[src/rtl/dma_term_pkg.sv]
package dma_term_pkg;
    typedef enum logic [1:0] {
        S_IDLE  = 2'd0,
        S_WAIT  = 2'd1,
        S_READ  = 2'd2,
        S_WRITE = 2'd3
    } chan_state_t;

    typedef enum logic [2:0] {
        CAUSE_NONE  = 3'd0,
        CAUSE_ABORT = 3'd1,
        CAUSE_COUNT = 3'd2,
        CAUSE_OVF   = 3'd3,
        CAUSE_SW    = 3'd4
    } stop_cause_t;
endpackage

[src/rtl/dma_term_counter.sv]
module dma_term_counter #(
    parameter int CNT_W = 24,
    parameter int LOW_W = 16,
    parameter int BLK_W = 8
) (
    input  logic             clk,
    input  logic             rst_n,
    input  logic             load,
    input  logic [CNT_W-1:0] load_val,
    input  logic             blk_mode,
    input  logic [BLK_W-1:0] blk_len,
    input  logic             unit_done,
    output logic             count_end,
    output logic             blk_last,
    output logic             mid_block
);
    logic [CNT_W-1:0] cnt_q;
    logic [BLK_W-1:0] unit_q;
    logic             low_one;
    logic             full_one;

    assign low_one   = (cnt_q[LOW_W-1:0] == LOW_W'(1));
    assign full_one  = (cnt_q == CNT_W'(1));
    assign blk_last  = blk_mode ? (unit_q == blk_len - 1'b1) : 1'b1;
    assign mid_block = blk_mode && (unit_q != '0);
    assign count_end = unit_done && (blk_mode ? (blk_last && low_one) : full_one);

    generate
        if (CNT_W > LOW_W) begin : g_split
            always_ff @(posedge clk or negedge rst_n) begin
                if (!rst_n) begin
                    cnt_q  <= '0;
                    unit_q <= '0;
                end else if (load) begin
                    cnt_q  <= load_val;
                    unit_q <= '0;
                end else if (unit_done) begin
                    if (!blk_mode) begin
                        cnt_q <= cnt_q - 1'b1;
                    end else if (blk_last) begin
                        unit_q <= '0;
                        cnt_q  <= {cnt_q[CNT_W-1:LOW_W], cnt_q[LOW_W-1:0] - 1'b1};
                    end else begin
                        unit_q <= unit_q + 1'b1;
                    end
                end
            end
        end else begin : g_flat
            always_ff @(posedge clk or negedge rst_n) begin
                if (!rst_n) begin
                    cnt_q  <= '0;
                    unit_q <= '0;
                end else if (load) begin
                    cnt_q  <= load_val;
                    unit_q <= '0;
                end else if (unit_done) begin
                    if (!blk_mode || blk_last) begin
                        cnt_q  <= cnt_q - 1'b1;
                        unit_q <= '0;
                    end else begin
                        unit_q <= unit_q + 1'b1;
                    end
                end
            end
        end
    endgenerate
endmodule

[src/rtl/dma_term_cause.sv]
module dma_term_cause (
    input  logic clk,
    input  logic rst_n,
    input  logic clr,
    input  logic arm,
    input  logic ovf_hit,
    input  logic sw_hit,
    input  logic abort_hit,
    output logic ovf_any,
    output logic sw_any,
    output logic abort_any
);
    logic ovf_q;
    logic sw_q;
    logic abort_q;

    assign ovf_any   = ovf_q   | (arm & ovf_hit);
    assign sw_any    = sw_q    | (arm & sw_hit);
    assign abort_any = abort_q | (arm & abort_hit);

    always_ff @(posedge clk or negedge rst_n) begin
        if (!rst_n) begin
            ovf_q   <= 1'b0;
            sw_q    <= 1'b0;
            abort_q <= 1'b0;
        end else if (clr) begin
            ovf_q   <= 1'b0;
            sw_q    <= 1'b0;
            abort_q <= 1'b0;
        end else begin
            ovf_q   <= ovf_any;
            sw_q    <= sw_any;
            abort_q <= abort_any;
        end
    end
endmodule

[src/rtl/dma_term_ctrl.sv]
module dma_term_ctrl
    import dma_term_pkg::*;
#(
    parameter int CNT_W = 24,
    parameter int LOW_W = 16,
    parameter int BLK_W = 8
) (
    input  logic             clk,
    input  logic             rst_n,
    input  logic             start,
    input  logic [CNT_W-1:0] count_load,
    input  logic             dual_mode,
    input  logic             blk_mode,
    input  logic [BLK_W-1:0] blk_len,
    input  logic             ext_mode,
    input  logic             cnt_end_ie,
    input  logic             src_ovf_ie,
    input  logic             dst_ovf_ie,
    input  logic             req_acc,
    input  logic             cyc_done,
    input  logic             src_ovf,
    input  logic             dst_ovf,
    input  logic             sw_stop,
    input  logic             nmi,
    input  logic             irf_clr,
    input  logic             bef_clr,
    output logic             active,
    output logic             bus_rd,
    output logic             bus_wr,
    output logic             irf,
    output logic             bef,
    output logic             end_irq
);
    chan_state_t state_q, state_d;
    stop_cause_t cause;
    logic        incomplete;
    logic        unit_done;
    logic        load;
    logic        ovf_hit;
    logic        serve;
    logic        irq_set;
    logic        count_end, blk_last, mid_block;
    logic        ovf_any, sw_any, abort_any;

    assign unit_done = (state_q == S_WRITE) && cyc_done;
    assign load      = (state_q == S_IDLE) && start;
    assign ovf_hit   = (src_ovf && src_ovf_ie) || (dst_ovf && dst_ovf_ie);
    assign serve     = req_acc && (!abort_any || ext_mode);

    dma_term_counter #(
        .CNT_W(CNT_W),
        .LOW_W(LOW_W),
        .BLK_W(BLK_W)
    ) counter_i (
        .clk       (clk),
        .rst_n     (rst_n),
        .load      (load),
        .load_val  (count_load),
        .blk_mode  (blk_mode),
        .blk_len   (blk_len),
        .unit_done (unit_done),
        .count_end (count_end),
        .blk_last  (blk_last),
        .mid_block (mid_block)
    );

    dma_term_cause cause_i (
        .clk       (clk),
        .rst_n     (rst_n),
        .clr       (load || (cause != CAUSE_NONE)),
        .arm       (state_q != S_IDLE),
        .ovf_hit   (ovf_hit),
        .sw_hit    (sw_stop),
        .abort_hit (nmi),
        .ovf_any   (ovf_any),
        .sw_any    (sw_any),
        .abort_any (abort_any)
    );

    // next state and stop cause
    always_comb begin
        state_d    = state_q;
        cause      = CAUSE_NONE;
        incomplete = 1'b0;
        unique case (state_q)
            S_IDLE: begin
                if (start) state_d = S_WAIT;
            end
            S_WAIT: begin
                if (serve) begin
                    state_d = dual_mode ? S_READ : S_WRITE;
                end else if (abort_any) begin
                    cause      = CAUSE_ABORT;
                    incomplete = mid_block;
                end else if ((ovf_any || sw_any) && !mid_block) begin
                    cause = ovf_any ? CAUSE_OVF : CAUSE_SW;
                end
            end
            S_READ: begin
                if (cyc_done) state_d = S_WRITE;
            end
            S_WRITE: begin
                if (cyc_done) begin
                    state_d = S_WAIT;
                    if (abort_any) begin
                        cause      = CAUSE_ABORT;
                        incomplete = !blk_last;
                    end else if (count_end) begin
                        cause = CAUSE_COUNT;
                    end else if (ovf_any && blk_last) begin
                        cause = CAUSE_OVF;
                    end else if (sw_any && blk_last) begin
                        cause = CAUSE_SW;
                    end
                end
            end
        endcase
        if (cause != CAUSE_NONE) state_d = S_IDLE;
    end

    // state register
    always_ff @(posedge clk or negedge rst_n) begin
        if (!rst_n) state_q <= S_IDLE;
        else        state_q <= state_d;
    end

    assign irq_set = ((cause == CAUSE_COUNT) && cnt_end_ie) || (cause == CAUSE_OVF);

    // outputs
    always_ff @(posedge clk or negedge rst_n) begin
        if (!rst_n) begin
            irf     <= 1'b0;
            bef     <= 1'b0;
            end_irq <= 1'b0;
        end else begin
            irf     <= irq_set || (irf && !irf_clr);
            bef     <= ((cause == CAUSE_ABORT) && incomplete) || (bef && !bef_clr);
            end_irq <= irq_set;
        end
    end

    assign active = (state_q != S_IDLE);
    assign bus_rd = (state_q == S_READ);
    assign bus_wr = (state_q == S_WRITE);
endmodule

[config.mk]
export PLATFORM = sky130hd
export DESIGN_NAME = dma_term_ctrl
export DESIGN_NICKNAME = d
export VERILOG_FILES = /design/src/rtl/dma_term_pkg.sv /design/src/rtl/dma_term_counter.sv /design/src/rtl/dma_term_cause.sv /design/src/rtl/dma_term_ctrl.sv
export SDC_FILE = /design/constraint.sdc
export NUM_CORES = 1
export LEC_CHECK = 0
export BUFFER_PORTS_ARGS = -buffer_cell sky130_fd_sc_hd__buf_4
export CORE_MARGIN = 2
export CORE_UTILIZATION = 23
export CTS_BUF_LIST = sky130_fd_sc_hd__clkbuf_8 sky130_fd_sc_hd__clkbuf_16
export DETAILED_ROUTE_END_ITERATION = 6
export GPL_ROUTABILITY_DRIVEN = 0
export PLACE_DENSITY_LB_ADDON = 0.25
export SYNTH_ARGS = -nofsm -noshare
export SYNTH_HDL_FRONTEND = slang
export SYNTH_HIERARCHICAL = 1
export SYNTH_SLANG_ARGS = --single-unit
[constraint.sdc]
create_clock -name clk -period 3.2 [get_ports clk]
set_input_delay 0.32 -clock clk [delete_from_list [all_inputs] [get_ports clk]]
set_output_delay 0.32 -clock clk [all_outputs]
set_load 0.01 [all_outputs]
# == Word-level counts from Yosys, hierarchy flattened ==
# Cells that the tools add are included.
# classes
n_reduce_logical,37
bitwise,6
add_sub_neg,4
muxes,35
eq_ne,15
# ops
operator,count
2-to-1 mux 24 bit,3
2-to-1 mux 8 bit,4
2-to-1 mux 3 bit,9
"equality test 24 x 1 -> 1 bit, second input constant",1
"subtractor 24 x 1 -> 24 bit, second input constant",1
"equality test 16 x 1 -> 1 bit, second input constant",1
2-to-1 mux 16 bit,1
"subtractor 16 x 1 -> 16 bit, second input constant",1
logical AND 1 bit,15
2-to-1 mux 1 bit,10
2-to-1 mux 2 bit,5
"inequality test 3 x 2 -> 1 bit, second input constant",3
"adder 8 x 1 -> 8 bit, second input constant",1
equality test 8 bit,1
one-hot mux 2 bit (4 select lines),1
nonzero test 8 bit,1
"subtractor 8 x 1 -> 8 bit, second input constant",1
logical OR 1 bit,7
"equality test 3 x 2 -> 1 bit, second input constant",2
one-hot mux 3 bit (2 select lines),1
AND reduction 2 bit,3
nonzero test 2 bit,3
logical NOT 1 bit,5
"equality test 2 bit, second input constant",2
11 further kinds,15
# word_totals
in_bits,49
reg_bits,40
output_inout_bits,6
word_cells,107

# == Longest topological paths before layout ==
# depth
word_depth,14
mapped_depth,15
mapped_depth_nobuf,14

# == By module ==
# The synthesis kept the hierarchy.
# modules_own_cells
module,cells_each,instances,seq_area_each_um2,area_each_um2
dma_term_counter,249,1,800.8,2189.6
dma_term_ctrl,56,1,125.1,457.9
dma_term_cause,9,1,75.1,117.6

# == Worst setup path before layout ==
# Ideal clock, no wire load.
# synth_timing
path_type,input -> register
start,input blk_len[1]
end,register cause_i.abort_q
required_ns,3.135
setup_slack_ns,0.165
arrival_time_ns,2.970
setup_ns,0.065
path_buffers,1
path_stages,13
cell_sequence,or4_4 -> o21a_1 -> o211a_1 -> o211ai_4 -> buf_6 -> inv_1 -> a22oi_1 -> nor3_1 -> nor2_1 -> a21oi_1 -> or3_1 -> or2_2 -> and2b_1
# synth_via
elab_chain_len,13
elab_cells_between_ends,17
cone_classes,1 x add/sub; 1 x eq/ne; 9 x mux; 6 x reduce/logical
# synth_rtl
item,line_no,text
start: declaration,dma_term_ctrl.sv:14,"input logic [BLK_W-1:0] blk_len,"
subtractor 8 x 1 -> 8 bit,dma_term_counter.sv:24,assign blk_last = blk_mode ? (unit_q == blk_len - 1'b1) : 1'b1;
equality test 8 bit,dma_term_counter.sv:24,
2-to-1 mux 1 bit,dma_term_counter.sv:24,
logical AND 1 bit,dma_term_counter.sv:26,assign count_end = unit_done && (blk_mode ? (blk_last && low_one) : full_one);
2-to-1 mux 1 bit,dma_term_counter.sv:26,
logical AND 1 bit,dma_term_counter.sv:26,
via count_end,dma_term_ctrl.sv:42,"logic count_end, blk_last, mid_block;"
2-to-1 mux 3 bit,dma_term_ctrl.sv:108,end else if (count_end) begin
2-to-1 mux 3 bit,dma_term_ctrl.sv:105,if (abort_any) begin
2-to-1 mux 3 bit,dma_term_ctrl.sv:103,if (cyc_done) begin
one-hot mux 3 bit (2 select lines),dma_term_ctrl.sv:85,unique case (state_q)
nonzero test 3 bit,dma_term_ctrl.sv:70,".clr (load || (cause != CAUSE_NONE)),"
logical OR 1 bit,dma_term_ctrl.sv:70,
2-to-1 mux 1 bit,dma_term_cause.sv:26,end else if (clr) begin
end signal: assignment,dma_term_cause.sv:33,abort_q <= abort_any;
end: declaration,dma_term_cause.sv:15,logic abort_q;
# The timed path passes the listed nets, and every way through them passes these cells.
# A chain may end at the register's enable or synchronous reset.

# == Worst setup path after layout ==
# Ends and elaborated chain as after synthesis.

==> impl_metrics.py <==
metrics = {
    "yosys": {
        "syn_inst": 314,
        "synthDistinctLibCells": 60,
        "ys_async_sr_fraction": 1.000,
        "yosysTopAreaCellShare": 0.3620,
        "synth-warning-count": 6,
        "synth_top_area_cell": "dfrtp_1",
        "ys_seq_elements": 40,
        "yosys-mux-area-fraction": 0.008145,
        "synth-xor-area-share": 0.09186,
        "avgSynthCellArea_um2": 8.806,
        "synthTopCellsByCount": "40 x dfrtp_1, 40 x nand2_1, 20 x o21ai_0, 19 x inv_1",
        "syn_nets": 372,
        "synth_compound_area_frac": 0.2253,
        "synth_flop_cell": "dfrtp_1",
        "synthAdderAreaFrac": 0.04072,
        "synth_area_um2": 2765,
        "synth_edf_count": 0,
        "synth_top_family_by_area": "simple AND/OR/NAND/NOR gates",
        "synth_area_leaders": "dfrtp_1 36%, nand2_1 5.4%, xnor2_1 5.4%",
        "synthSimpleGateAreaFrac": 0.2281,
        "ys_seq_area_frac": 0.3620,
    },
    "floorplanning": {
        "die-area_um2": 12920,
        "num_rows": 40,
        "start_util": 0.2331,
        "ios": 55,
        "core_um2": 11860,
        "floorplan.die.width_um": 113.6,
        "fp.dieH_um": 113.6,
    },
    "power_and_ir_drop": {
        "seq_power_share": 0.360,
        "pwr-share-clk": 0.239,
        "power_density_nw_per_um2": 683.7,
        "p_comb_frac": 0.401,
        "p_switching_mw": 0.8948,
        "internal_power_mw": 1.505,
        "sw_frac_of_total": 0.3729,
        "p_leak_nw": 1.494,
        "irDropWorstVdd_v": 0.0002327,
    },
    "placement": {
        "place_ws_ns": 0.1126,
        "io_buffers": 54,
        "place_hpwl_mm": 5.218,
    },
    "timing": {
        "setup_viol": 0,
        "rsz0062_at_grt": "no",
        "worstMarginPinSlew_ns": 0.5835,
        "max_freq_mhz": 355.0,
        "skew_ns": 0.006240,
        "fin_setup_tns_ns": 0,
        "slew_viol_final": 0,
        "setup_slack_ns": 0.3833,
        "min_period_ns": 2.817,
        "hold_violations": 0,
        "period_share": 0.8802,
        "slew_headroom": 0.6110,
    },
    "status": {
        "status": "finished, final reports clean",
    },
    "drt": {
        "routed_wl_mm": 6.947,
        "ant_nets": 0,
        "via_count": 2428,
        "wl_per_cell_um": 13.44,
        "drtIter0Drc": 129,
        "vias_per_cell": 4.696,
        "dr.pass1.iters": 4,
        "drc_errors": 0,
    },
    "layout": {
        "drive_above_1_share": 0.2270,
        "final_nets": 427,
        "area_delta_synth_final_pct": 26.92,
        "post-route-util": 0.2959,
        "antenna_cells": 0,
    },
    "setup_path": {
        "crit_arrival_ns": 3.04,
        "cp-start-kind": "input port",
        "crit_fanout": 4,
        "worst-setup-path-type": "input port to flop",
        "cp.required_ns": 3.42,
        "end_kind": "flop",
    },
    "clock_network": {
        "clock-sinks": 40,
        "cts_tree": "yes",
        "clockBufferDepth": 2,
        "clock_latency_ns": 0.28,
        "clk_pin_slew_ns": 0.06,
        "htree_num_levels": 2,
        "root_buffer": "clkbuf_16",
        "cts.hold.buffers_added": 0,
        "cts_inserted_buffers": 5,
        "cts_setup_buffers": 0,
        "ctsResizeCount": 0,
    },
    "min_path": {
        "hold_path_class": "input port to asynchronous set/reset pin",
    },
    "global_routing": {
        "antenna_found_initial": 0,
        "grt_pass1_vias": 2432,
        "grt_max_degree": 41,
        "grt_pass1_wl_mm": 11.59,
        "grt_usage": 0.1106,
        "grt-ovfl-total": 0,
    },
    "job": {
        "max_cap_violations": 0,
    },
}
[power groups by stage]
stage          clock, mW  combinational, mW  sequential, mW
5_1_grt            0.608               1.10           0.897
3_5_place_dp           0              0.965           0.876
3_3_place_gp           0              0.960           0.873
2_1_floorplan          0              0.698           0.838
6_report           0.572              0.962           0.865
4_1_cts            0.592              0.971           0.868
[layout by cell type, fill, tap and decap left out, drive strengths merged, types with 2 or more instances in the layout]
master / netlist / final
buf: 3 / 59
nand2: 40 / 40
dfrtp: 40 / 40
o21ai: 28 / 28
inv: 19 / 19
nor2: 17 / 17
xnor2: 17 / 17
nor3: 15 / 15
xor2: 12 / 12
or3: 10 / 10
ha: 9 / 9
a21o: 8 / 8
a21oi: 8 / 8
a211oi: 7 / 7
nand3: 6 / 6
o21a: 5 / 5
clkbuf: 8 / 5
nor3b: 4 / 4
nor4: 4 / 4
nor2b: 3 / 3
nand4b: 3 / 3
o21bai: 3 / 3
a2111oi: 3 / 3
o211ai: 3 / 3
a22oi: 3 / 3
and2: 2 / 2
a21boi: 2 / 2
a22o: 2 / 2
nand2b: 2 / 2
nand3b: 2 / 2
nor4b: 2 / 2
and3: 2 / 2
mux2: 2 / 2
a221o: 2 / 2
or4: 2 / 2
[stage by stage]
stage                     std cells  hold WS (ns)  power, mW  instance area, um2
after floorplan                 314       0.02441      1.535                2765
after global placement          509        0.3519      1.833                3342
after detailed placement        509        0.3547      1.841                3342
after CTS                       517       0.05300      2.432                3510
after global routing            517       0.07610      2.602                3510
final                           517       0.02438      2.400                3510
[worst max-delay path: stages]
cell and delay (ns):
buf_4 0.12, or4_4 0.56, o21a_1 0.21, o211a_1 0.25
o211ai_4 0.17, inv_1 0.07, a22oi_1 0.21, nor3_1 0.10
nor2_1 0.11, a21oi_1 0.07, or3_1 0.35, or2_2 0.31
and2b_1 0.19
[cells by family (layout without fill, tap and decap cells)]
group | count (synthesis) | count (layout)
xor+xnor | 29 | 29
mux | 2 | 2
simple gates | 120 | 120
fa+ha+maj | 9 | 9
compound gates | 84 | 84
flops | 40 | 40
buf+inv | 30 | 86
[cell type report]
cell class	instances	area [um2]
Multi-Input combinational cell	244	1643
Clock inverter	3	42.54
Timing Repair Buffer	59	442.9
Sequential cell	40	1001
Tap cell	147	183.9
Clock buffer	5	125.1
Inverter	19	71.32
Fill cell	1270	8352
[sequential cells by signal (all words and copies together) (netlist names)]
register	cells
counter_i/unit_q	8
bef	1
end_irq	1
cause_i/sw_q	1
cause_i/ovf_q	1
state_q	2
cause_i/abort_q	1
counter_i/cnt_q	24
irf	1
[worst paths after layout]
kind                                     startpoint                  end  slack (ns)  cells after the start
max in group asynchronous                     rst_n   counter_i/cnt_q[8]        2.80                      1
min in group clk                     count_load[17]  counter_i/cnt_q[17]        0.25                      3
worst min-delay path                          rst_n   counter_i/cnt_q[4]        0.02                      1
worst max-delay path                     blk_len[1]      cause_i/abort_q        0.38                     13
worst min register to register                  irf                  irf        0.49                      1
worst max register to register  counter_i/cnt_q[18]                  irf        0.50                      9
[per-layer routing]
layer	vias up	track usage	routed length [um]
met5	-	0	0
met4	0	0.03089	90
met3	6	0.02179	281
met2	49	0.1804	3198
met1	1144	0.1499	3376
li1	1229	-	-
Note: power is estimated with default switching activity, not from simulation.
